File: config.mk
export PLATFORM = sky130hd
export DESIGN_NAME = adc_bus_ctrl
export DESIGN_NICKNAME = d
export VERILOG_FILES = /design/src/rtl/adc_bus_pkg.sv /design/src/rtl/adc_bus_sync.sv /design/src/rtl/adc_bus_strobe.sv /design/src/rtl/adc_bus_regs.sv /design/src/rtl/adc_bus_ctrl.sv
export SDC_FILE = /design/constraint.sdc
export NUM_CORES = 1
export LEC_CHECK = 0
export CAP_MARGIN = 10
export CELL_PAD_IN_SITES_DETAIL_PLACEMENT = 0
export CELL_PAD_IN_SITES_GLOBAL_PLACEMENT = 1
export CORE_ASPECT_RATIO = 2
export CORE_MARGIN = 2
export CORE_UTILIZATION = 33
export CTS_CLUSTER_SIZE = 8
export DETAILED_ROUTE_END_ITERATION = 8
export PLACE_DENSITY_LB_ADDON = 0.12
export SLEW_MARGIN = 20
export SYNTH_ARGS = -nofsm -noshare
export SYNTH_HDL_FRONTEND = slang
export SYNTH_SLANG_ARGS = --single-unit
File: constraint.sdc
create_clock -name clk_i -period 1.6 [get_ports clk_i]
set_clock_uncertainty 0.2 [all_clocks]
set_input_delay 0.32 -clock clk_i [delete_from_list [all_inputs] [get_ports clk_i]]
set_output_delay 0.32 -clock clk_i [all_outputs]
set_load 0.02 [all_outputs]
File: src/rtl/adc_bus_pkg.sv
package adc_bus_pkg;
  // decoded strobe events, one cycle wide
  typedef struct packed {
    logic wr_fall;   // qualified write start
    logic wr_rise;   // qualified write end
    logic keep_cfg;  // read low through the whole write
    logic rd_clr;    // qualified read fall
    logic rd_start;  // qualified end of a plain read
  } strobe_ev_t;
endpackage

File: src/rtl/adc_bus_sync.sv
module adc_bus_sync #(
  parameter int W      = 3,
  parameter int STAGES = 2
) (
  input  logic         clk_i,
  input  logic         rst_ni,
  input  logic [W-1:0] d_i,
  output logic [W-1:0] q_o
);
  logic [STAGES-1:0][W-1:0] stg_q;

  // strobes are active low, so reset to inactive
  always_ff @(posedge clk_i or negedge rst_ni) begin
    if (!rst_ni) begin
      stg_q <= '1;
    end else begin
      stg_q[0] <= d_i;
      for (int s = 1; s < STAGES; s++) stg_q[s] <= stg_q[s-1];
    end
  end

  assign q_o = stg_q[STAGES-1];
endmodule

File: src/rtl/adc_bus_strobe.sv
module adc_bus_strobe
  import adc_bus_pkg::*;
(
  input  logic       clk_i,
  input  logic       rst_ni,
  input  logic       cs_s_i,
  input  logic       wr_s_i,
  input  logic       rd_s_i,
  output strobe_ev_t ev_o,
  output logic       in_wr_o
);
  logic wr_q, rd_q, in_wr_q, in_rd_q, rd_held_q;
  logic rd_fall_plain, wr_any_rise, rd_any_rise;

  assign wr_any_rise   = ~wr_q & wr_s_i;
  assign rd_any_rise   = ~rd_q & rd_s_i;

  assign ev_o.wr_fall  = wr_q & ~wr_s_i & ~cs_s_i;
  assign ev_o.wr_rise  = wr_any_rise & in_wr_q & ~cs_s_i;
  assign ev_o.keep_cfg = rd_held_q & ~rd_s_i;
  assign ev_o.rd_clr   = rd_q & ~rd_s_i & ~cs_s_i;
  assign ev_o.rd_start = rd_any_rise & in_rd_q & ~cs_s_i;
  assign rd_fall_plain = ev_o.rd_clr & wr_s_i & ~in_wr_q;

  always_ff @(posedge clk_i or negedge rst_ni) begin
    if (!rst_ni) begin
      wr_q      <= 1'b1;
      rd_q      <= 1'b1;
      in_wr_q   <= 1'b0;
      in_rd_q   <= 1'b0;
      rd_held_q <= 1'b0;
    end else begin
      wr_q <= wr_s_i;
      rd_q <= rd_s_i;

      if (ev_o.wr_fall)    in_wr_q <= 1'b1;
      else if (wr_any_rise) in_wr_q <= 1'b0;

      // a write inside a read absorbs that read
      if (ev_o.wr_fall)     in_rd_q <= 1'b0;
      else if (rd_fall_plain) in_rd_q <= 1'b1;
      else if (rd_any_rise)   in_rd_q <= 1'b0;

      if (ev_o.wr_fall)           rd_held_q <= ~rd_s_i;
      else if (in_wr_q && rd_s_i) rd_held_q <= 1'b0;
    end
  end

  assign in_wr_o = in_wr_q;
endmodule

File: src/rtl/adc_bus_regs.sv
module adc_bus_regs
  import adc_bus_pkg::*;
#(
  parameter int DATA_W = 8,
  parameter int ADDR_W = 5
) (
  input  logic              clk_i,
  input  logic              rst_ni,
  input  strobe_ev_t        ev_i,
  input  logic              in_wr_i,
  input  logic              rd_s_i,
  input  logic [ADDR_W-1:0] bus_i,
  input  logic              done_i,
  input  logic [DATA_W-1:0] result_i,
  output logic [ADDR_W-1:0] addr_o,
  output logic              start_o,
  output logic [DATA_W-1:0] result_o,
  output logic              intr_no
);
  logic [ADDR_W-1:0] stage_q, addr_q;
  logic [DATA_W-1:0] result_q;
  logic              start_q, intr_nq;
  logic              cap_en, load_cfg;

  // address is accepted only while read is high inside the write window
  assign cap_en   = (ev_i.wr_fall | in_wr_i) & rd_s_i;
  assign load_cfg = ev_i.wr_rise & ~ev_i.keep_cfg;

  always_ff @(posedge clk_i or negedge rst_ni) begin
    if (!rst_ni) begin
      stage_q  <= '0;
      addr_q   <= '0;
      result_q <= '0;
      start_q  <= 1'b0;
      intr_nq  <= 1'b1;
    end else begin
      if (cap_en)   stage_q <= bus_i;
      if (load_cfg) addr_q  <= stage_q;
      start_q <= ev_i.wr_rise | ev_i.rd_start;
      if (done_i) result_q <= result_i;
      // a fresh result outranks a simultaneous clear
      if (done_i)                           intr_nq <= 1'b0;
      else if (ev_i.wr_fall | ev_i.rd_clr)  intr_nq <= 1'b1;
    end
  end

  assign addr_o   = addr_q;
  assign start_o  = start_q;
  assign result_o = result_q;
  assign intr_no  = intr_nq;
endmodule

File: src/rtl/adc_bus_ctrl.sv
module adc_bus_ctrl
  import adc_bus_pkg::*;
#(
  parameter int DATA_W      = 8,
  parameter int ADDR_W      = 5,
  parameter int SYNC_STAGES = 2
) (
  input  logic              clk_i,
  input  logic              rst_ni,
  input  logic              cs_ni,
  input  logic              wr_ni,
  input  logic              rd_ni,
  input  logic [ADDR_W-1:0] bus_i,
  output logic [DATA_W-1:0] bus_o,
  output logic              bus_oe_o,
  output logic              intr_no,
  output logic              conv_start_o,
  output logic [ADDR_W-1:0] conv_addr_o,
  input  logic              conv_done_i,
  input  logic [DATA_W-1:0] conv_result_i
);
  localparam int STROBES = 3;

  logic [STROBES-1:0] strb_s;
  logic               cs_s, wr_s, rd_s, in_wr;
  strobe_ev_t         ev;

  adc_bus_sync #(.W(STROBES), .STAGES(SYNC_STAGES)) u_sync (
    .clk_i (clk_i),
    .rst_ni(rst_ni),
    .d_i   ({cs_ni, wr_ni, rd_ni}),
    .q_o   (strb_s)
  );
  assign {cs_s, wr_s, rd_s} = strb_s;

  adc_bus_strobe u_strobe (
    .clk_i  (clk_i),
    .rst_ni (rst_ni),
    .cs_s_i (cs_s),
    .wr_s_i (wr_s),
    .rd_s_i (rd_s),
    .ev_o   (ev),
    .in_wr_o(in_wr)
  );

  adc_bus_regs #(.DATA_W(DATA_W), .ADDR_W(ADDR_W)) u_regs (
    .clk_i   (clk_i),
    .rst_ni  (rst_ni),
    .ev_i    (ev),
    .in_wr_i (in_wr),
    .rd_s_i  (rd_s),
    .bus_i   (bus_i),
    .done_i  (conv_done_i),
    .result_i(conv_result_i),
    .addr_o  (conv_addr_o),
    .start_o (conv_start_o),
    .result_o(bus_o),
    .intr_no (intr_no)
  );

  assign bus_oe_o = ~cs_s & ~rd_s;
endmodule

# --- Yosys cells after proc, flatten, opt, wreduce, memory -nomap -nowiden ---
# Cells that the tools add are included.
classes:
  n_mux: 9
  bitwise_logic: 26
  n_reduce_logical: 5
op_table:
  columns: ["op", "count"]
  rows:
  - ["$and 1x1->1", 16]
  - ["$mux 1", 9]
  - ["$not 1->1", 7]
  - ["$reduce_bool 2->1", 3]
  - ["$or 1x1->1", 3]
  - ["$reduce_bool 3->1", 1]
  - ["$logic_and 1x1->1", 1]
word_totals:
  ff_bits: 31
  input_bits: 19
  out_inout_bits: 16
  elab_cells: 52

# --- Logic depth before layout (Yosys ltp) ---
# Gate-level depths: netlist of the first run.
logic_depth:
  depth_word: 7
  depth_mapped: 3
  mapped_depth_nobuf: 3

# --- By module ---
# Synthesis of the first run repeated with hierarchy kept, for this count alone.
unflattened:
  hier_cells: 73
  area_unflattened_um2: 1176.1
by_module_without_submodules:
  columns: ["mod", "instances", "cells_per_inst", "area_per_inst_um2", "seq_area_each_um2"]
  rows:
  - ["adc_bus_regs", 1, 44, 754.5, 501.7]
  - ["adc_bus_strobe", 1, 19, 237.7, 127.6]
  - ["adc_bus_sync", 1, 9, 180.2, 157.7]
  - ["adc_bus_ctrl", 1, 1, 3.8, 0.0]

# --- Least setup slack after synthesis of the first run ---
# OpenSTA, ideal clock, no wires.
synth_path:
  path_kind: "reg-to-reg"
  start: "reg u_sync.stg_q, in the netlist u_sync.q_o[1]"
  end: "reg u_regs.addr_q[0], in the netlist u_regs.addr_o[0]"
  setup_ps: 125
  arrival_time_ps: 1291
  required_time_ps: 1275
  setup_slack_ps: -16
  path_stages_with_launch: 4
  path_buffers: 0
  period_less_slack_ps: 1616
  cell_sequence: "dfstp_2 -> nand3b_2 -> nor3_4 -> mux2_2"
synth_between:
  elab_chain_cells: 4
synth_rtl:
  columns: ["item", "line_no", "rtl"]
  rows:
  - ["start, declared", "adc_bus_sync.sv:10", "logic [STAGES-1:0][W-1:0] stg_q;"]
  - ["$and 1x1->1", "adc_bus_strobe.sv:15", "assign wr_any_rise = ~wr_q & wr_s_i;"]
  - ["$and 1x1->1 (2 in series)", "adc_bus_strobe.sv:19", "assign ev_o.wr_rise = wr_any_rise & in_wr_q & ~cs_s_i;"]
  - ["$and 1x1->1", "adc_bus_regs.sv:27", "assign load_cfg = ev_i.wr_rise & ~ev_i.keep_cfg;"]
  - ["end signal, assigned", "adc_bus_regs.sv:38", "if (load_cfg) addr_q <= stage_q;"]
  - ["end, declared", "adc_bus_regs.sv:20", "logic [ADDR_W-1:0] stage_q, addr_q;"]
# Every way passes these cells.
# A chain may end at the register's enable or synchronous reset.

# --- Worst setup path in the final report of the first run ---
layout_path:
  start: "reg u_sync.stg_q, in the netlist u_sync.q_o[1]"
  end: "reg u_regs.stage_q[4]"
layout_between:
  elab_chain_cells: 5
layout_rtl:
  columns: ["item", "line_no", "rtl"]
  rows:
  - ["$not 1->1", "adc_bus_strobe.sv:18", "assign ev_o.wr_fall = wr_q & ~wr_s_i & ~cs_s_i;"]
  - ["$and 1x1->1 (2 in series)", "adc_bus_strobe.sv:18", null]
  - ["$or 1x1->1", "adc_bus_regs.sv:26", "assign cap_en = (ev_i.wr_fall | in_wr_i) & rd_s_i;"]
  - ["$and 1x1->1", "adc_bus_regs.sv:26", null]
  - ["end signal, assigned", "adc_bus_regs.sv:37", "if (cap_en) stage_q <= bus_i;"]
  - ["end, declared", "adc_bus_regs.sv:20", null]
# Every way passes these cells.

==> out/metrics.yaml, run 1 <==
global_routing:
  grt_overflow: 0
  grt_max_degree: 32
  grt_pass1_vias: 847
  antenna_found_initial: 0
  grt_pass1_wl_um: 3600
  track_usage_pct: 12.8
routing:
  ant_nets: 0
  drt-wirelength-per-cell_um: 14.7
  drc: 0
  routed_wl_um: 2250
  drt_pass1_iterations: 2
  drt-initial-drc-count: 14
  vias: 764
  vias_per_cell: 4.99
floorplan:
  fp.dieH_um: 87.6
  rows: 30
  dieArea_um2: 4010
  ios: 35
  dieWidth_um: 45.8
  start_util_pct: 34.1
  core_region_area_um2: 3380
setup_path:
  cp-end-kind: "flip-flop"
  reg2regPathDepth: 3
  worst_setup_path_start_kind: "flip-flop"
  critPathSlowestCell: "dfstp_2"
  path_class: "flip-flop to flip-flop"
  critPathArrivalTime_ns: 1.55
  critPathMaxFanout: 6
  crit_path_cell_trace: "nor3b_4 -> o21ai_4 -> mux2_4"
  cp.required_ns: 1.56
  crit_path_max_incr_delay_ns: 0.59
synthesis:
  avgSynthCellArea_um2: 16.5
  ys_ff_latch: 31
  synth_area_um2: 1150
  yosysWarnings: 0
  yosysSeqAreaShare_pct: 68.3
  netlist_instances: 70
  yosysUniqueCellTypes: 19
  synth_nets: 89
clock_tree:
  cts_buffer_depth: 2
  worst_setup_hold_path_clk_slew_ns: 0.06
  cts.sinks: 31
  htreeDepth: 2
  clk-insertion-delay-late_ns: 0.28
  root_buffer: "clkbuf_8"
  cts_buffers: 5
  cts_tree: "built"
layout:
  num_antenna_cells: 0
  layout_common_cells: "dfrtp_1 (22), clkdlybuf4s50_1 (18), dlygate4sd2_1 (14), mux2_4 (10)"
  layout_commonest_cell: "dfrtp_1"
  design_area_um2: 1740
  drive_gt1_share_pct: 42.1
  post-route-util_pct: 51.6
  areaGrowthSynthToFinish_pct: 51.1
  fin_nets: 139
  n_fill_cell: 310
worst_hold_path:
  worst_hold_path.num_cells: 0
  hold_class: "flip-flop to flip-flop"
placed_design:
  port_buffers: 34
  pre_cts_ws_ns: -0.0491
  placed_area_um2: 1600
  hpwl_um: 1550
  gp_congestion: 0.662
timing:
  rsz0062_at_grt: "true"
  slew_viol_final: 0
  min_period_ns: 1.59
  finalCritPeriodShare_pct: 99.1
  setup_viol: 0
  slew_headroom_pct: 78.3
  worst_slack_ns: 0.0149
  finalHoldViolations: 0
  max_freq_mhz: 631
  worst_pin_slew_ns: 0.324
power:
  pwr_density_cell_nw_per_um2: 1270
  max-vdd-ir-drop_v: 0.000703
  p_leak_uw: 0.000795
  power.total_uw: 2210
run:
  max-cap-violations: 0
status:
  outcome: "finished, final reports clean"
==> cells by family after synthesis <==
kind of cell	after synthesis	share of synthesized area (%)
buffers and inverters	2	0.651
AND/OR/NAND/NOR	10	7.60
flip-flops	31	68.3
AO/OA/AOI/OAI	9	5.86
multiplexers	18	17.6
==> metrics by stage <==
stage | TNS (ns) | instances | hold WS [ns]
after floorplan | 0 | 70 | -0.176
after global placement | -0.180 | 143 | 0.146
after detailed placement | -0.559 | 143 | 0.147
after CTS | -0.0905 | 152 | 0.156
after global routing | -0.224 | 153 | 0.164
final | 0 | 153 | 0.156
==> area by class of cell <==
cell class	count	area (um2)	area share (%)
clock buffer	8	100	5.75
sequential	31	787	45.2
timing repair buffer	44	407	23.3
multi-input combinational	37	404	23.2
inverter	1	3.75	0.216
tap	32	40.0	2.30
==> flip-flops by register name, summed over array words and instances (netlist names) <==
| signal | cells |
|---|---|
| u_strobe.in_rd_q | 1 |
| u_strobe.in_wr_o | 1 |
| u_regs.intr_no | 1 |
| u_strobe.rd_held_q | 1 |
| u_regs.stage_q | 5 |
| u_sync.q_o | 3 |
| u_regs.start_o | 1 |
| u_strobe.rd_q | 1 |
| u_regs.result_o | 8 |
| u_regs.addr_o | 5 |
| u_sync.stg_q | 3 |
| u_strobe.wr_q | 1 |
==> synthesized netlist by cell type <==
cell type   n  area share, %
nor3b_4     1            1.6
nand2b_1    2            1.1
o21ai_4     1            1.4
o21ai_0     2           0.87
nand3b_1    2            1.3
dfstp_2     9             21
mux2_2     18             18
nand3b_2    1           0.98
inv_1       1           0.33
nor3_4      1            1.4
o21ba_2     1           0.87
dfrtp_1    22             48
o21a_1      1           0.65
a21oi_1     2           0.87
o31ai_1     1           0.65
clkbuf_1    1           0.33
nor2_1      2           0.65
nor2b_1     1           0.54
a31oi_1     1           0.54
==> layer usage <==
metal  share of wire [%]  vias to the layer above  wire length [um]  track usage [%]
li1                    -                      343                 -                -
met1                  36                      391               819             13.0
met2                  56                       26              1270             22.0
met3                 5.1                        4               115             3.71
met4                 2.2                        0                49             7.79
met5                   0                        -                 0                0
==> worst max-delay path: cells and delay by family, from the launching register on <==
kind             cells  cell delay [ns]
flip-flops           1             0.59
multiplexers         1             0.33
AO/OA/AOI/OAI        1             0.28
AND/OR/NAND/NOR      1             0.07
==> report_power, final <==
part	internal, uW	leakage (uW)	switching, uW
sequential	934	0.000359	79.5
combinational	306	0.000384	232
clock	392	0.0000515	268
==> path summary, 6_finish.rpt <==
| path | start | end | slack, ns |
|---|---|---|---|
| min in group asynchronous | rst_ni | u_regs.start_o | 0.20 |
| min | u_sync.stg_q[2] | u_sync.q_o[2] | 0.16 |
| max in group asynchronous | rst_ni | u_strobe.rd_q | 0.76 |
| max reg2reg | u_sync.q_o[1] | u_regs.stage_q[4] | 0.01 |
| max | u_sync.q_o[1] | u_regs.stage_q[4] | 0.01 |
| min reg2reg | u_sync.stg_q[2] | u_sync.q_o[2] | 0.16 |
==> repair_timing <==
item                       CTS  global route
setup buffers                2             1
pin swaps                    1             2
resized for setup           32             3
hold buffers                 0             0
hold endpoints to repair     0             0
setup endpoints to repair   26            13
(Power assumes the default switching activity.)
==> run 2: changes to the inputs <==
Settings changed: CORE_ASPECT_RATIO 2 to 0.8.
==> out/metrics.yaml, run 2 (same netlist as run 1, synthesis figures left out) <==
status:
  outcome: "complete, but fails checks"
  violations: "setup timing"
floorplan:
  rows: 19
  ios: 35
  fp.dieH_um: 56.9
  start_util_pct: 34.1
  core_region_area_um2: 3380
  dieWidth_um: 70.1
  dieArea_um2: 3980
routing:
  vias: 772
  drc: 0
  drt-initial-drc-count: 24
  drt_pass1_iterations: 2
  vias_per_cell: 4.57
  routed_wl_um: 2090
  drt-wirelength-per-cell_um: 12.4
  ant_nets: 0
setup_path:
  critPathArrivalTime_ns: 1.57
  path_class: "flip-flop to flip-flop"
  cp-end-kind: "flip-flop"
  critPathMaxFanout: 6
  cp.required_ns: 1.56
  worst_setup_path_start_kind: "flip-flop"
clock_tree:
  htreeDepth: 2
  cts_tree: "built"
  holdBufCountCts: 0
  cts_buffers: 5
  clk-insertion-delay-late_ns: 0.28
  cts_buffer_depth: 2
  cts.sinks: 31
  worst_setup_hold_path_clk_slew_ns: 0.06
  root_buffer: "clkbuf_8"
power:
  combPwrFrac_pct: 25.9
  swShare_pct: 27.1
  max-vdd-ir-drop_v: 0.000705
  clkPwrFrac_pct: 26.6
  p_int_uw: 1560
  pwr_density_cell_nw_per_um2: 1190
  p_leak_uw: 0.000821
  p_sw_uw: 580
  power_frac_seq_pct: 47.5
global_routing:
  grt_max_degree: 32
  grt_overflow: 0
  antenna_found_initial: 0
  grt_pass1_wl_um: 3780
  track_usage_pct: 12.8
  grt_pass1_vias: 787
placed_design:
  gp_congestion: 0.669
  hpwl_um: 1450
  port_buffers: 34
  placed_area_um2: 1610
timing:
  max_freq_mhz: 621
  min_period_ns: 1.61
  setup_viol: 5
  slew_viol_final: 0
  finalCritPeriodShare_pct: 101
  slew_headroom_pct: 83.3
  finalHoldViolations: 0
  worst_pin_slew_ns: 0.251
  rsz0062_at_grt: "true"
  worst_slack_ns: -0.00958
  finalSetupTns_ns: -0.0383
run:
  max-cap-violations: 0
layout:
  num_antenna_cells: 0
  post-route-util_pct: 53.2
  largest_reg_flops: 8
  areaGrowthSynthToFinish_pct: 55.7
  layout_commonest_cell: "dfrtp_1"
  drive_gt1_share_pct: 44.1
  design_area_um2: 1790
  layout_common_cells: "dfrtp_1 (22), clkdlybuf4s50_1 (18), dlygate4sd2_1 (14), buf_4 (12), mux2_4 (10)"
  fin_nets: 145
worst_hold_path:
  hold_class: "flip-flop to flip-flop"
==> run 2: cell types whose count changed in the layout (fill, tap and decap cells not counted) <==
cell and change:
buf_4 +3, buf_2 +1, clkbuf_1 +1, clkbuf_8 -2
clkinv_2 +1, buf_6 +1, buf_12 +1
==> run 2: path summary, 6_finish.rpt <==
kind / depth (start not counted) / slack [ns] / to / from
min: 0 / 0.15 / u_sync.q_o[2] / u_sync.stg_q[2]
min in group asynchronous: 2 / 0.20 / u_strobe.in_rd_q / rst_ni
max: 4 / -0.01 / u_regs.stage_q[1] / u_strobe.wr_q
max in group asynchronous: 2 / 0.76 / u_strobe.wr_q / rst_ni
min reg2reg: 0 / 0.15 / u_sync.q_o[2] / u_sync.stg_q[2]
max reg2reg: 4 / -0.01 / u_regs.stage_q[1] / u_strobe.wr_q
==> run 2: power by group through the flow <==
stage	logic, uW	clock network (uW)	registers [uW]
global route	593	634	1040
finish	554	569	1020
global placement	532	0	1020
detailed placement	537	0	1020
CTS	563	588	1020
floorplan	148	0	1120
==> run 2: cell type report <==
type                            instances  area [um2]
Multi-Input combinational cell         37         404
Fill cell                             295        1580
Clock buffer                            7        76.3
Sequential cell                        31         787
Tap cell                               42        52.6
Clock inverter                          1        5.00
Timing Repair Buffer                   50         465
Inverter                                1        3.75
==> run 2: critical path, stage by stage, from the launching register on <==
cell and delay [ns]:
dfstp_2 0.54, nor3b_4 0.24, o21ai_4 0.08, buf_12 0.14, mux2_4 0.29
==> run 2: per-stage QoR <==
stage / hold WS [ns] / setup WS [ns] / std cells / total power, uW
6_report: 0.155 / -0.00958 / 169 / 2140
4_1_cts: 0.156 / -0.0298 / 169 / 2170
3_5_place_dp: 0.147 / -0.0643 / 153 / 1560
2_1_floorplan: -0.176 / 0.0290 / 70 / 1270
3_3_place_gp: 0.146 / -0.0468 / 153 / 1550
5_1_grt: 0.160 / -0.0617 / 169 / 2260
==> run 2: per-layer routing <==
metal | part of all wire [%] | wire length (um) | up-vias | GRT usage, %
li1 | - | - | 358 | -
met5 | 0 | 0 | - | 0
met4 | 2.1 | 44 | 0 | 7.42
met2 | 45 | 934 | 21 | 18.4
met1 | 46 | 958 | 388 | 16.0
met3 | 7.3 | 152 | 5 | 5.39
==> run 2: repair_timing <==
action	4_1_cts	5_1_grt
endpoints found under the setup margin	26	12
buffers inserted	8	0
pin swaps	2	2
gates resized for setup	34	1
==> run 3: changes to the inputs <==
Settings changed: SLEW_MARGIN 20 to not set.
==> results of run 3 <==
Final layout, timing and power as in run 2 (identical DEF).
